<file path="src/rtl/supv_pkg.sv">
package supv_pkg;

  typedef enum logic [1:0] {
    ST_ASSERT = 2'd0,
    ST_HOLD   = 2'd1,
    ST_IDLE   = 2'd2
  } supvState_t;

  typedef struct packed {
    logic holdClear;
    logic holdRun;
  } holdStrobe_t;

endpackage

</file>
<file path="src/rtl/supv_datapath.sv">
module supv_datapath
  import supv_pkg::*;
#(
  parameter int unsigned SYNC_STAGES = 2,
  parameter int unsigned DEB_CYCLES  = 8,
  parameter int unsigned HOLD_CYCLES = 20
) (
  input  logic        clk,
  input  logic        rstN,
  input  logic        manRstN,
  input  holdStrobe_t strobes,
  output logic        mrActive,
  output logic        holdDone
);

  localparam int unsigned DEB_W  = (DEB_CYCLES  > 1) ? $clog2(DEB_CYCLES)  : 1;
  localparam int unsigned HOLD_W = (HOLD_CYCLES > 1) ? $clog2(HOLD_CYCLES) : 1;
  localparam logic [DEB_W-1:0]  DEB_LAST  = DEB_W'(DEB_CYCLES - 1);
  localparam logic [HOLD_W-1:0] HOLD_LAST = HOLD_W'(HOLD_CYCLES - 1);

  // synchronizer chain, released level is 1
  logic [SYNC_STAGES-1:0] syncQ;

  genvar gi;
  generate
    for (gi = 0; gi < SYNC_STAGES; gi++) begin : g_sync
      if (gi == 0) begin : g_first
        always_ff @(posedge clk or negedge rstN) begin
          if (!rstN) syncQ[gi] <= 1'b1;
          else       syncQ[gi] <= manRstN;
        end
      end else begin : g_next
        always_ff @(posedge clk or negedge rstN) begin
          if (!rstN) syncQ[gi] <= 1'b1;
          else       syncQ[gi] <= syncQ[gi-1];
        end
      end
    end
  endgenerate

  logic syncOut;
  assign syncOut = syncQ[SYNC_STAGES-1];

  // debounce: accept a level only after DEB_CYCLES steady cycles
  logic             dbLevel;
  logic [DEB_W-1:0] debCnt;

  always_ff @(posedge clk or negedge rstN) begin
    if (!rstN) begin
      dbLevel <= 1'b1;
      debCnt  <= '0;
    end else if (syncOut == dbLevel) begin
      debCnt  <= '0;
    end else if (debCnt == DEB_LAST) begin
      dbLevel <= syncOut;
      debCnt  <= '0;
    end else begin
      debCnt  <= debCnt + 1'b1;
    end
  end

  assign mrActive = !dbLevel;

  // hold-time counter driven by control strobes
  logic [HOLD_W-1:0] holdCnt;

  always_ff @(posedge clk or negedge rstN) begin
    if (!rstN) begin
      holdCnt <= '0;
    end else if (strobes.holdClear) begin
      holdCnt <= '0;
    end else if (strobes.holdRun && !holdDone) begin
      holdCnt <= holdCnt + 1'b1;
    end
  end

  assign holdDone = (holdCnt == HOLD_LAST);


  debounce_accept_chk: assert property (@(posedge clk) disable iff (!rstN)
    !$stable(dbLevel) |-> (dbLevel == $past(syncOut)) && ($past(debCnt) == DEB_LAST));


  deb_range_chk: assert property (@(posedge clk) disable iff (!rstN)
    debCnt <= DEB_LAST);


  hold_done_chk: assert property (@(posedge clk) disable iff (!rstN)
    $rose(holdDone) |-> $past(strobes.holdRun) && !$past(strobes.holdClear));

endmodule

</file>
<file path="src/rtl/supv_control.sv">
module supv_control
  import supv_pkg::*;
(
  input  logic        clk,
  input  logic        rstN,
  input  logic        lowSupply,
  input  logic        mrActive,
  input  logic        holdDone,
  output holdStrobe_t strobes,
  output logic        resetActive
);

  supvState_t state, stateNext;
  logic       trigger;

  assign trigger = lowSupply | mrActive;

  always_comb begin
    stateNext = state;
    strobes   = '{holdClear: 1'b1, holdRun: 1'b0};
    unique case (state)
      ST_ASSERT: begin
        if (!trigger) stateNext = ST_HOLD;
      end
      ST_HOLD: begin
        if (trigger) begin
          stateNext = ST_ASSERT;
        end else if (holdDone) begin
          stateNext = ST_IDLE;
        end else begin
          strobes = '{holdClear: 1'b0, holdRun: 1'b1};
        end
      end
      ST_IDLE: begin
        if (trigger) stateNext = ST_ASSERT;
      end
      default: stateNext = ST_ASSERT;
    endcase
  end

  always_ff @(posedge clk or negedge rstN) begin
    if (!rstN) state <= ST_ASSERT;
    else       state <= stateNext;
  end

  assign resetActive = (state != ST_IDLE) || trigger;


  low_supply_state_chk: assert property (@(posedge clk) disable iff (!rstN)
    lowSupply |=> state == ST_ASSERT);


  manual_state_chk: assert property (@(posedge clk) disable iff (!rstN)
    mrActive |=> state == ST_ASSERT);


  early_release_chk: assert property (@(posedge clk) disable iff (!rstN)
    (state == ST_HOLD && !holdDone) |=> resetActive);


  hold_restart_chk: assert property (@(posedge clk) disable iff (!rstN)
    (state == ST_HOLD && trigger) |=> state == ST_ASSERT);

endmodule

</file>
<file path="src/rtl/supv_reset_gen.sv">
module supv_reset_gen
  import supv_pkg::*;
#(
  parameter int unsigned SYNC_STAGES = 2,
  parameter int unsigned DEB_CYCLES  = 8,
  parameter int unsigned HOLD_CYCLES = 20
) (
  input  logic clk,
  input  logic rstN,
  input  logic lowSupply,
  input  logic manRstN,
  output logic resetN,
  output logic resetP
);

  holdStrobe_t strobes;
  logic        mrActive;
  logic        holdDone;
  logic        resetActive;

  supv_datapath #(
    .SYNC_STAGES(SYNC_STAGES),
    .DEB_CYCLES (DEB_CYCLES),
    .HOLD_CYCLES(HOLD_CYCLES)
  ) u_dp (
    .clk     (clk),
    .rstN    (rstN),
    .manRstN (manRstN),
    .strobes (strobes),
    .mrActive(mrActive),
    .holdDone(holdDone)
  );

  supv_control u_ctl (
    .clk        (clk),
    .rstN       (rstN),
    .lowSupply  (lowSupply),
    .mrActive   (mrActive),
    .holdDone   (holdDone),
    .strobes    (strobes),
    .resetActive(resetActive)
  );

  assign resetN = !resetActive;
  assign resetP = resetActive;

endmodule

</file>
<file path="config.mk">
export PLATFORM = sky130hd
export DESIGN_NAME = supv_reset_gen
export DESIGN_NICKNAME = d
export VERILOG_FILES = /design/src/rtl/supv_pkg.sv /design/src/rtl/supv_datapath.sv /design/src/rtl/supv_control.sv /design/src/rtl/supv_reset_gen.sv
export SDC_FILE = /design/constraint.sdc
export NUM_CORES = 1
export LEC_CHECK = 0
export ABC_AREA = 1
export CAP_MARGIN = 20
export CORE_AREA = 5 5 43 45
export CTS_BUF_LIST = sky130_fd_sc_hd__clkbuf_16
export CTS_CLUSTER_SIZE = 14
export DETAILED_ROUTE_END_ITERATION = 6
export DIE_AREA = 0 0 48 50
export PLACE_DENSITY = 0.68
export SYNTH_ARGS = -nofsm -noshare
export SYNTH_HDL_FRONTEND = slang
export SYNTH_HIERARCHICAL = 1
export SYNTH_SLANG_ARGS = --single-unit
</file>
<file path="constraint.sdc">
create_clock -name clk -period 1.7 [get_ports clk]
set_input_delay 0.34 -clock clk [delete_from_list [all_inputs] [get_ports clk]]
set_output_delay 0.34 -clock clk [all_outputs]
set_load 0.02 [all_outputs]
</file>
# Word-level counts from Yosys, hierarchy flattened

Cells that the tools add are included.

Add/subtract/negate cells: 2
$mul: 0
Divide/modulo/power cells: 0
Order comparisons: 0
Equal/unequal tests: 9
Shifts and indexed selects: 0
Multiplexer cells: 12
Bitwise gates (word level): 2
Reductions and logical operators: 9

Operators with widths:

| kind                                                                  | count |
|---|---|
| 2-bit 2-to-1 mux                                                      | 7 |
| 5-bit 2-to-1 mux                                                      | 2 |
| 3-bit 2-to-1 mux                                                      | 2 |
| 2-bit one-hot mux with 3 select lines                                 | 1 |
| 5-bit by 1-bit adder with 5-bit output, second input constant         | 1 |
| 5-bit equality test, second input constant                            | 1 |
| 2-bit != test, second input constant                                  | 2 |
| 3-bit by 1-bit adder with 3-bit output, second input constant         | 1 |
| 3-bit equality test, second input constant                            | 1 |
| 1-bit logical NOT                                                     | 3 |
| 3-bit by 2-bit != test with 1-bit output, second input constant       | 1 |
| 3-bit AND reduction                                                   | 1 |
| 2-bit by 1-bit equality test with 1-bit output, second input constant | 1 |
| 2-bit equality test, second input constant                            | 1 |
| 2-bit logical NOT                                                     | 1 |
| 2-bit by 1-bit != test with 1-bit output, second input constant       | 1 |
| 2-bit AND reduction                                                   | 1 |
| 2-bit nonzero test                                                    | 1 |
| 1-bit equality test                                                   | 1 |
| 1-bit logical AND                                                     | 1 |
| 1-bit logical OR                                                      | 1 |
| 1-bit NOT                                                             | 1 |
| 1-bit OR                                                              | 1 |

Bits in registers: 13
Latch bits: 0
Memory bits (writable): 0
Memory bits (read-only): 0
Input bits: 4
Output and inout bits: 2
Word-level logic and storage cells: 40
Memories kept: 0

# Logic depth before layout (Yosys ltp)

Gate-level depths: netlist of the first run.

Word-level depth: 7
Depth in mapped cells: 13
Mapped depth without buffers: 13

# Cells and area by module

The synthesis of the first run kept the hierarchy.

Modules (own cells, without submodules):

| module         | instances | cells each | area an instance (um2) | sequential area each (um2) |
|---|---|---|---|---|
| supv_datapath  | 1         | 58         | 524.3                  | 279.0 |
| supv_control   | 1         | 16         | 111.4                  | 50.0 |
| supv_reset_gen | 1         | 1          | 3.8                    | 0.0 |

# Worst setup path after synthesis of the first run

Ideal clock, no wire load.

Kind: register to register
From: reg u_dp.holdCnt[0]
To: reg u_dp.holdCnt[3]
Setup time: 0.117 ns
Data arrival time: 1.564 ns
Data required time: 1.583 ns
Slack: 0.019 ns
Cell stages (with the launch flop): 14
Path buffers: 0
Clock period less this slack: 1.681 ns
Cells stage by stage: dfrtp_1 ha_1 nand2_1 clkinv_1 nand2_2 inv_1 inv_1 nand2_1 nor2_2 inv_1 inv_1 nand2_2 nand2_1 nand2_1

RTL lines:

| item                   | RTL line            | source |
|---|---|---|
| start, declared        | supv_datapath.sv:65 | `logic [HOLD_W-1:0] holdCnt;` |
| start signal, assigned | supv_datapath.sv:73 | `holdCnt <= holdCnt + 1'b1;` |

# Worst setup path in the final report of the first run

From: reg u_dp.dbLevel
To: out resetN

Cells in the longest elaborated chain, start to end: 4

Ends and longest elaborated chain:

| item                   | RTL line             | source |
|---|---|---|
| start, declared        | supv_datapath.sv:45  | `logic dbLevel;` |
| start signal, assigned | supv_datapath.sv:55  | `dbLevel <= syncOut;` |
| 1-bit logical NOT      | supv_datapath.sv:62  | `assign mrActive = !dbLevel;` |
| net mrActive           | supv_reset_gen.sv:17 | `logic mrActive;` |
| 1-bit OR               | supv_control.sv:16   | `assign trigger = lowSupply \| mrActive;` |
| 1-bit logical OR       | supv_control.sv:46   | `assign resetActive = (state != ST_IDLE) \|\| trigger;` |
| 1-bit logical NOT      | supv_reset_gen.sv:44 | `assign resetN = !resetActive;` |
| end, declared          | supv_reset_gen.sv:12 | `output logic resetN,` |

The timed path passes the listed nets, and every way through them passes these cells.

==> summary by stage, run 1 <==
Clocking
The clock root buffer is clkbuf_16. The number of hold buffers added after CTS was 0. In this run the deepest clock path goes through 2 buffers. Counting the buffers created by CTS gives 3. The tree built by TritonCTS fans out to 13 sinks. The count of H-tree levels built during CTS is 1. The clock-pin slew on the worst setup and hold paths is 0.04 ns. TritonCTS built the clock tree. The clock insertion delay at the later pin of the skew report is 0.24 ns.

Worst setup path
In this run the worst setup path terminates at resetN. The length in cells of the worst reg-to-reg path is 12. The signal arrival time at the worst endpoint is 1.22 ns. The data required time of the critical path is 1.36 ns. The most critical setup path has its startpoint at u_dp/dbLevel.

STA classifies the critical path startpoint as a flip-flop. The terminus of the critical flop-to-flop path is u_dp/holdCnt[0]. The classification of the worst setup path is flip-flop to primary output. The top fanout value on the critical path is 3.

The capturing element type of the critical path is a primary output. The worst register-to-register path has a setup slack of 0.17 ns. The source of the worst register-to-register timing path is u_dp/holdCnt[0].

Logic synthesis
The net count after synthesis is 82. In this run the biggest area consumer among cell types represents 39.14% of the synthesized area. After synthesis, the netlist uses 16 different library cells. Sequential cells were found to cover 51.47% of the synthesized design area. The post-synthesis average cell area is 8.525 um^2. In the synthesized netlist the async set-or-reset flop fraction comes to 100.0%. Yosys mapped a number of flops with a built-in enable equal to 0. Of all cell types, the one taking the most synthesized area is dfrtp_1.

The total of warnings raised by yosys is 6. The post-synthesis instance area is 639.4 um^2. The dominant register cell in the synthesized netlist is dfrtp_1. After synthesis, the most frequently instantiated cells are nand2_1 (15), inv_1 (13), dfrtp_1 (10).

The leading cell type by number of instances after synthesis is nand2_1. By area the synthesized netlist is led by dfrtp_1 (39%), dfstp_2 (12%), nand2_1 (8.8%). The number of register bits inferred by synthesis is 13. The synthesized instance count is 75.

Route
After detailed routing, no signal wire sits above met4. The routed wirelength normalized by instance count is 10.60 um. The detail route stage leaves a number of antenna-violating nets equal to 0. After detailed routing, the wire length on met1 is 500 um. The met3 wire length is 96 um. The sum of met2 wire segment lengths after detailed routing is 546 um. The mean number of vias per cell is 4.902. The first detailed-routing pass ran for 4 iterations. The routed design has 1.187 mm of wire. In the routed design, unresolved DRC markers number 0. The total via count after detailed routing is 549. In this run, the number of DRC markers left after iteration 0 of detailed routing was 6.

Power
The total design power is 973.3 uW. The static leakage is 0.4426 nW. The worst-case IR drop observed on VDD is 0.9941 mV. The total power divided by cell area is 1107 nW/um^2.

Timing
The share of the clock period used by the worst path is 91.54%. The count of final hold-check violations is 0. At the pin with the least slew margin, the transition time is 0.2772 ns. Setup violations remaining at the end of the flow were counted as 0. Based on the critical path, the design can be clocked at up to 642.6 MHz. The number of pins exceeding their max-slew limit in the final report is 0. Across all hold checks on the routed design, the worst slack comes to 0.3540 ns.

Counting I/O delays and the setup requirement, the final critical path takes 1.556 ns. Setup repair after global routing left no endpoint under its margin. Measured against its own limit, the worst slew margin works out to 81.39%. The post-route clock skew is 0.0004579 ns.

Placed design
Detailed placement ended at an HPWL of 849.9 um. The weighted congestion reported at the end of routability-driven placement is 0.7064. The number of port buffers is 5.

Global route
The wire length of the first global-routing pass is 2.194 mm. The total overflow reported by the global router is 0. The initial antenna violation count is 0. Global routing used 13.10% of the available tracks. The number of global-route vias before repair is 509. Entering global routing, the biggest net connects 14 pins.

Job
Across the run, the number of max-cap violations was 0.

Final layout
The total number of nets in the final design is 104. The area of combinational cells with multiple inputs is 267.8 um^2. The number of diodes is 0.

The post-layout utilization of the core is 61.24%. Relative to the synthesized area, the layout overhead comes to 37.57%. The post-route netlist has 36.46% of its cells at a drive strength greater than 1. Across the whole layout, storage elements account for 329.1 um^2. Counting the fill cells in the layout gives 133.

Floorplan
The die is 50 um tall. The die footprint is 2400 um^2. The die is 48 um wide. The floorplan has 14 rows. The starting utilization of the core area is 44.51%. Pin placement for this block handled 6 I/O pins. The area of the core is 1436 um^2.

Status
The flow ran to the end, and the final reports show no timing, DRC or antenna violations.

Min path
The path class of the tightest hold or removal check is flip-flop to flip-flop.
[per-layer routing]
layer | track usage [%] | vias up
li1 | - | 275
met1 | 16.10 | 248
met2 | 18.72 | 19
met3 | 4.727 | 7
met4 | 8.072 | 0
met5 | 0 | -
[through the flow]
| stage | cell area (um^2) | std cells | setup TNS [ns] | setup WS [ns] |
|---|---|---|---|---|
| finish | 879.6 | 112 | 0 | 0.1438 |
| CTS | 872.1 | 111 | 0 | 0.01284 |
| detailed placement | 792.0 | 107 | -0.4961 | -0.2388 |
| floorplan | 639.4 | 75 | 0 | 0.01931 |
| global route | 879.6 | 112 | 0 | 0.001009 |
| global placement | 792.0 | 107 | -0.4049 | -0.2175 |
[layout make-up]
cell class / count / share of cell area, %
sequential: 13 / 37.41
multi-input combinational: 48 / 30.44
timing repair buffer: 17 / 14.79
clock buffer: 3 / 8.535
inverter: 14 / 5.974
tap: 16 / 2.276
clock inverter: 1 / 0.5690
[critical path: stages (launching register included)]
cell	delay, ns
dfstp_2	0.52
inv_1	0.05
nor2_2	0.12
nand2_1	0.09
inv_1	0.05
buf_2	0.15
[how the worst min path moves through the flow]
stage | slack [ns] | cells past startpoint | startpoint | end
after floorplan | 0.04 | 0 | rstN | u_ctl/state[0]
after global placement | 0.35 | 0 | u_dp/syncQ[0] | u_dp/syncOut
after detailed placement | 0.35 | 0 | u_dp/syncQ[0] | u_dp/syncOut
after CTS | 0.35 | 0 | u_dp/syncQ[0] | u_dp/syncOut
after global routing | 0.36 | 0 | u_dp/syncQ[0] | u_dp/syncOut
final | 0.35 | 0 | u_dp/syncQ[0] | u_dp/syncOut
[cell families after synthesis]
group / synth area share, %
AND/OR/NAND/NOR: 29.16
buffers and inverters: 8.219
flip-flops: 51.47
AO/OA/AOI/OAI: 3.915
adder cells (fa/ha/maj): 5.871
XOR/XNOR: 1.370
[report_power, final]
part	internal [mW]	leakage, nW	switching, mW
Combinational	0.0704	0.233	0.0780
Clock	0.312	0.0409	0.126
Sequential	0.365	0.168	0.0216
Total	0.747	0.443	0.226
[sequential cells by signal (all words and copies together) (netlist names)]
| signal | flops |
|---|---|
| u_dp/syncQ | 1 |
| u_ctl/state | 2 |
| u_dp/dbLevel | 1 |
| u_dp/debCnt | 3 |
| u_dp/holdCnt | 5 |
| u_dp/syncOut | 1 |
[cell usage in the layout (no fill, tap or decap), drive strengths merged, types with 3 or more instances in the layout]
cell type and n:
ha 3, nor2 11, nand3 6, dfrtp 10, buf 13, clkdlybuf4s50 3
dfstp 3, clkbuf 4, nand2 20, inv 13
[what timing repair did]
| action | in CTS | in global routing |
|---|---|---|
| buffers inserted | 0 | 1 |
| setup endpoints to repair | 2 | 7 |
| resized for setup | 4 | 9 |
| pin swaps | 0 | 1 |
No activity file was read; power rests on OpenSTA's default activity.
==> inputs of run 2 (changes only) <==
SETUP_SLACK_MARGIN = 0.4   (was not set)
==> summary by stage, run 2 (synthesis gave the netlist of run 1 again) <==
Global route
The number of global-route vias before repair is 516. The wire length of the first global-routing pass is 2.111 mm. The initial antenna violation count is 0. The total overflow reported by the global router is 0.

The total routing usage reported by global routing is 12.75%. Entering global routing, the biggest net connects 14 pins.

Timing
The count of final hold-check violations is 0. Setup repair after global routing could not meet its margin everywhere. The highest clock frequency the design can meet is 663.4 MHz. Headroom to the max-slew limit came out at 62.78%. For the pin with the worst max-slew slack, the measured transition is 0.5565 ns. The post-route clock skew is 0.003598 ns. The share of the clock period used by the worst path is 88.67%.

Setup violations remaining at the end of the flow were counted as 0. The number of pins exceeding their max-slew limit in the final report is 0. The total negative setup slack is 0 ns.

The final critical delay including setup and external delays is 1.507 ns.

Floorplan
Once the floorplan was initialized, standard cells occupied 44.51% of the core. In this run the core area contains 14 standard-cell rows. The die is 48 um wide. The die is 50 um tall. The die footprint is 2400 um^2.

After floorplanning, the core was sized to cover 1436 um^2. The I/O pin count is 6.

Clocking
In this run, CTS created clock tree buffers numbering 3. No sink is reached through more buffers than the 2 on the longest clock path. The clock tree from TritonCTS is built.

For the worst-skew pair, the clock arrives at the later sink with an insertion delay of 0.24 ns. CTS placed an instance of clkbuf_16 at the clock tree root. The count of H-tree levels built during CTS is 1. The quantity of hold-fixing buffers added after cts is 0. CTS saw 13 sinks. The clock-pin slew on the worst setup and hold paths is 0.05 ns.

Power
IR analysis of the VDD net gives a maximum drop of 0.6955 mV. The total power divided by cell area is 1091 nW/um^2. The static leakage is 0.4651 nW.

Worst setup path
Data on the critical path arrives at its endpoint at 1.17 ns. For the worst setup path, the data required time is 1.36 ns. Counting both buffers and inverters, the worst setup path holds a total of 3. STA classifies the critical path endpoint as a primary output. The largest incremental delay on the critical path is 0.44 ns. The classification of the worst setup path is primary input to primary output.

Among cell families on the critical path, the largest total delay comes from buffers and inverters. STA classifies the critical path startpoint as a primary input. The top fanout value on the critical path is 3. The signal on the critical path passes through clkdlybuf4s50_1 -> nor2_4 -> nand2_2 -> inv_2 -> buf_6. For this design, the slowest cell found on the critical path is clkdlybuf4s50_1.

Route
For this run, the detailed router's first-pass iteration total came to 4. The number of DRC violations after detailed-routing iteration 0 is 8. For this run, design rule violations remaining after detail routing come to 0. After detailed routing, the average wire length per cell comes to 10.42 um. The final layout contains routed wiring with a total length of 1.198 mm. The mean number of vias per cell is 4.652. The post-detailed-route count of antenna-violating nets is 0. The total via count after detailed routing is 535.

Status
The flow ran to the end, and the final reports show no timing, DRC or antenna violations.

Final layout
The largest register by flop count is u_dp/holdCnt. The post-layout utilization of the core is 65.94%. The number of diodes is 0. The commonest non-fill, non-tap cell in the layout is buf_4. The library cells used most frequently in the layout, excluding fill and tap cells, are buf_4 (13), nand2_1 (12), dfrtp_1 (10).

In the final layout, the registers with the most flip-flops are u_dp/holdCnt: 5 flops, u_dp/debCnt: 3 flops, u_ctl/state: 2 flops. The flip-flop count of the largest register after layout is 5. Cells with a size suffix above 1 make up 45.45% of the layout.

After the last flow step, the layout net total stands at 107. The post-synthesis to final-layout area growth is 48.14%.

Job
The tool flagged a number of max-cap violations equal to 0.

Placed design
The weighted congestion reported at the end of routability-driven placement is 0.7544. Detailed placement ended at an HPWL of 791.9 um. The number of port buffers is 5.

Min path
The path class of the tightest hold or removal check is flip-flop to flip-flop.
## run 2: cell types whose count changed in the layout (fill, tap and decap cells not counted), sizes merged
cell    before  now
clkbuf       4    3
clkinv       2    1
inv         13   14
buf         13   17
## run 2: worst paths after layout
check,slack (ns),endpoint,start,cells after the start
setup / recovery,0.19,resetN,lowSupply,5
hold / removal,0.35,u_dp/syncOut,u_dp/syncQ[0],0
setup reg to reg,0.21,u_dp/holdCnt[4],u_dp/dbLevel,8
hold reg to reg,0.35,u_dp/syncOut,u_dp/syncQ[0],0
max in group asynchronous,0.87,u_dp/dbLevel,rstN,1
min in group asynchronous,0.46,u_dp/debCnt[1],rstN,1
## run 2: layer usage
metal | global-route usage (%) | routed length [um] | up-vias | part of all wire [%]
li1 | - | - | 280 | -
met1 | 15.42 | 513 | 244 | 43
met2 | 18.50 | 606 | 9 | 51
met3 | 4.364 | 61 | 2 | 5.1
met4 | 8.072 | 17 | 0 | 1.4
met5 | 0 | 0 | - | 0
## run 2: where the power goes
group | internal, mW | switching [mW]
clock | 0.312 | 0.126
sequential | 0.365 | 0.0257
combinational | 0.111 | 0.0939
total | 0.788 | 0.245
## run 2: repair_timing
action                     CTS  global route
hold endpoints to repair     0             0
buffers inserted             6             3
setup endpoints to repair    7             7
pin swaps                    5             6
resized for setup           16             4
## run 2: area by class of cell
type                       count  area [um^2]
fill                         125        489.2
tap                           16        20.02
multi-input combinational     48        287.8
clock inverter                 1        5.005
clock buffer                   3        75.07
inverter                      14        57.56
timing repair buffer          20        172.7
sequential                    13        329.1
## run 2: stage by stage
| step | setup WS (ns) | std cells | power, mW | hold slack, ns | cell area, um^2 |
|---|---|---|---|---|---|
| 6_report | 0.1926 | 115 | 1.034 | 0.3546 | 947.2 |
| 5_1_grt | 0.1088 | 115 | 1.095 | 0.3595 | 947.2 |
| 4_1_cts | 0.1762 | 112 | 1.028 | 0.3548 | 912.1 |
| 3_5_place_dp | -0.2396 | 102 | 0.5518 | 0.3481 | 770.7 |
| 3_3_place_gp | -0.2324 | 102 | 0.5427 | 0.3482 | 770.7 |
| 2_1_floorplan | 0.2525 | 75 | 0.4778 | 0.04441 | 655.6 |
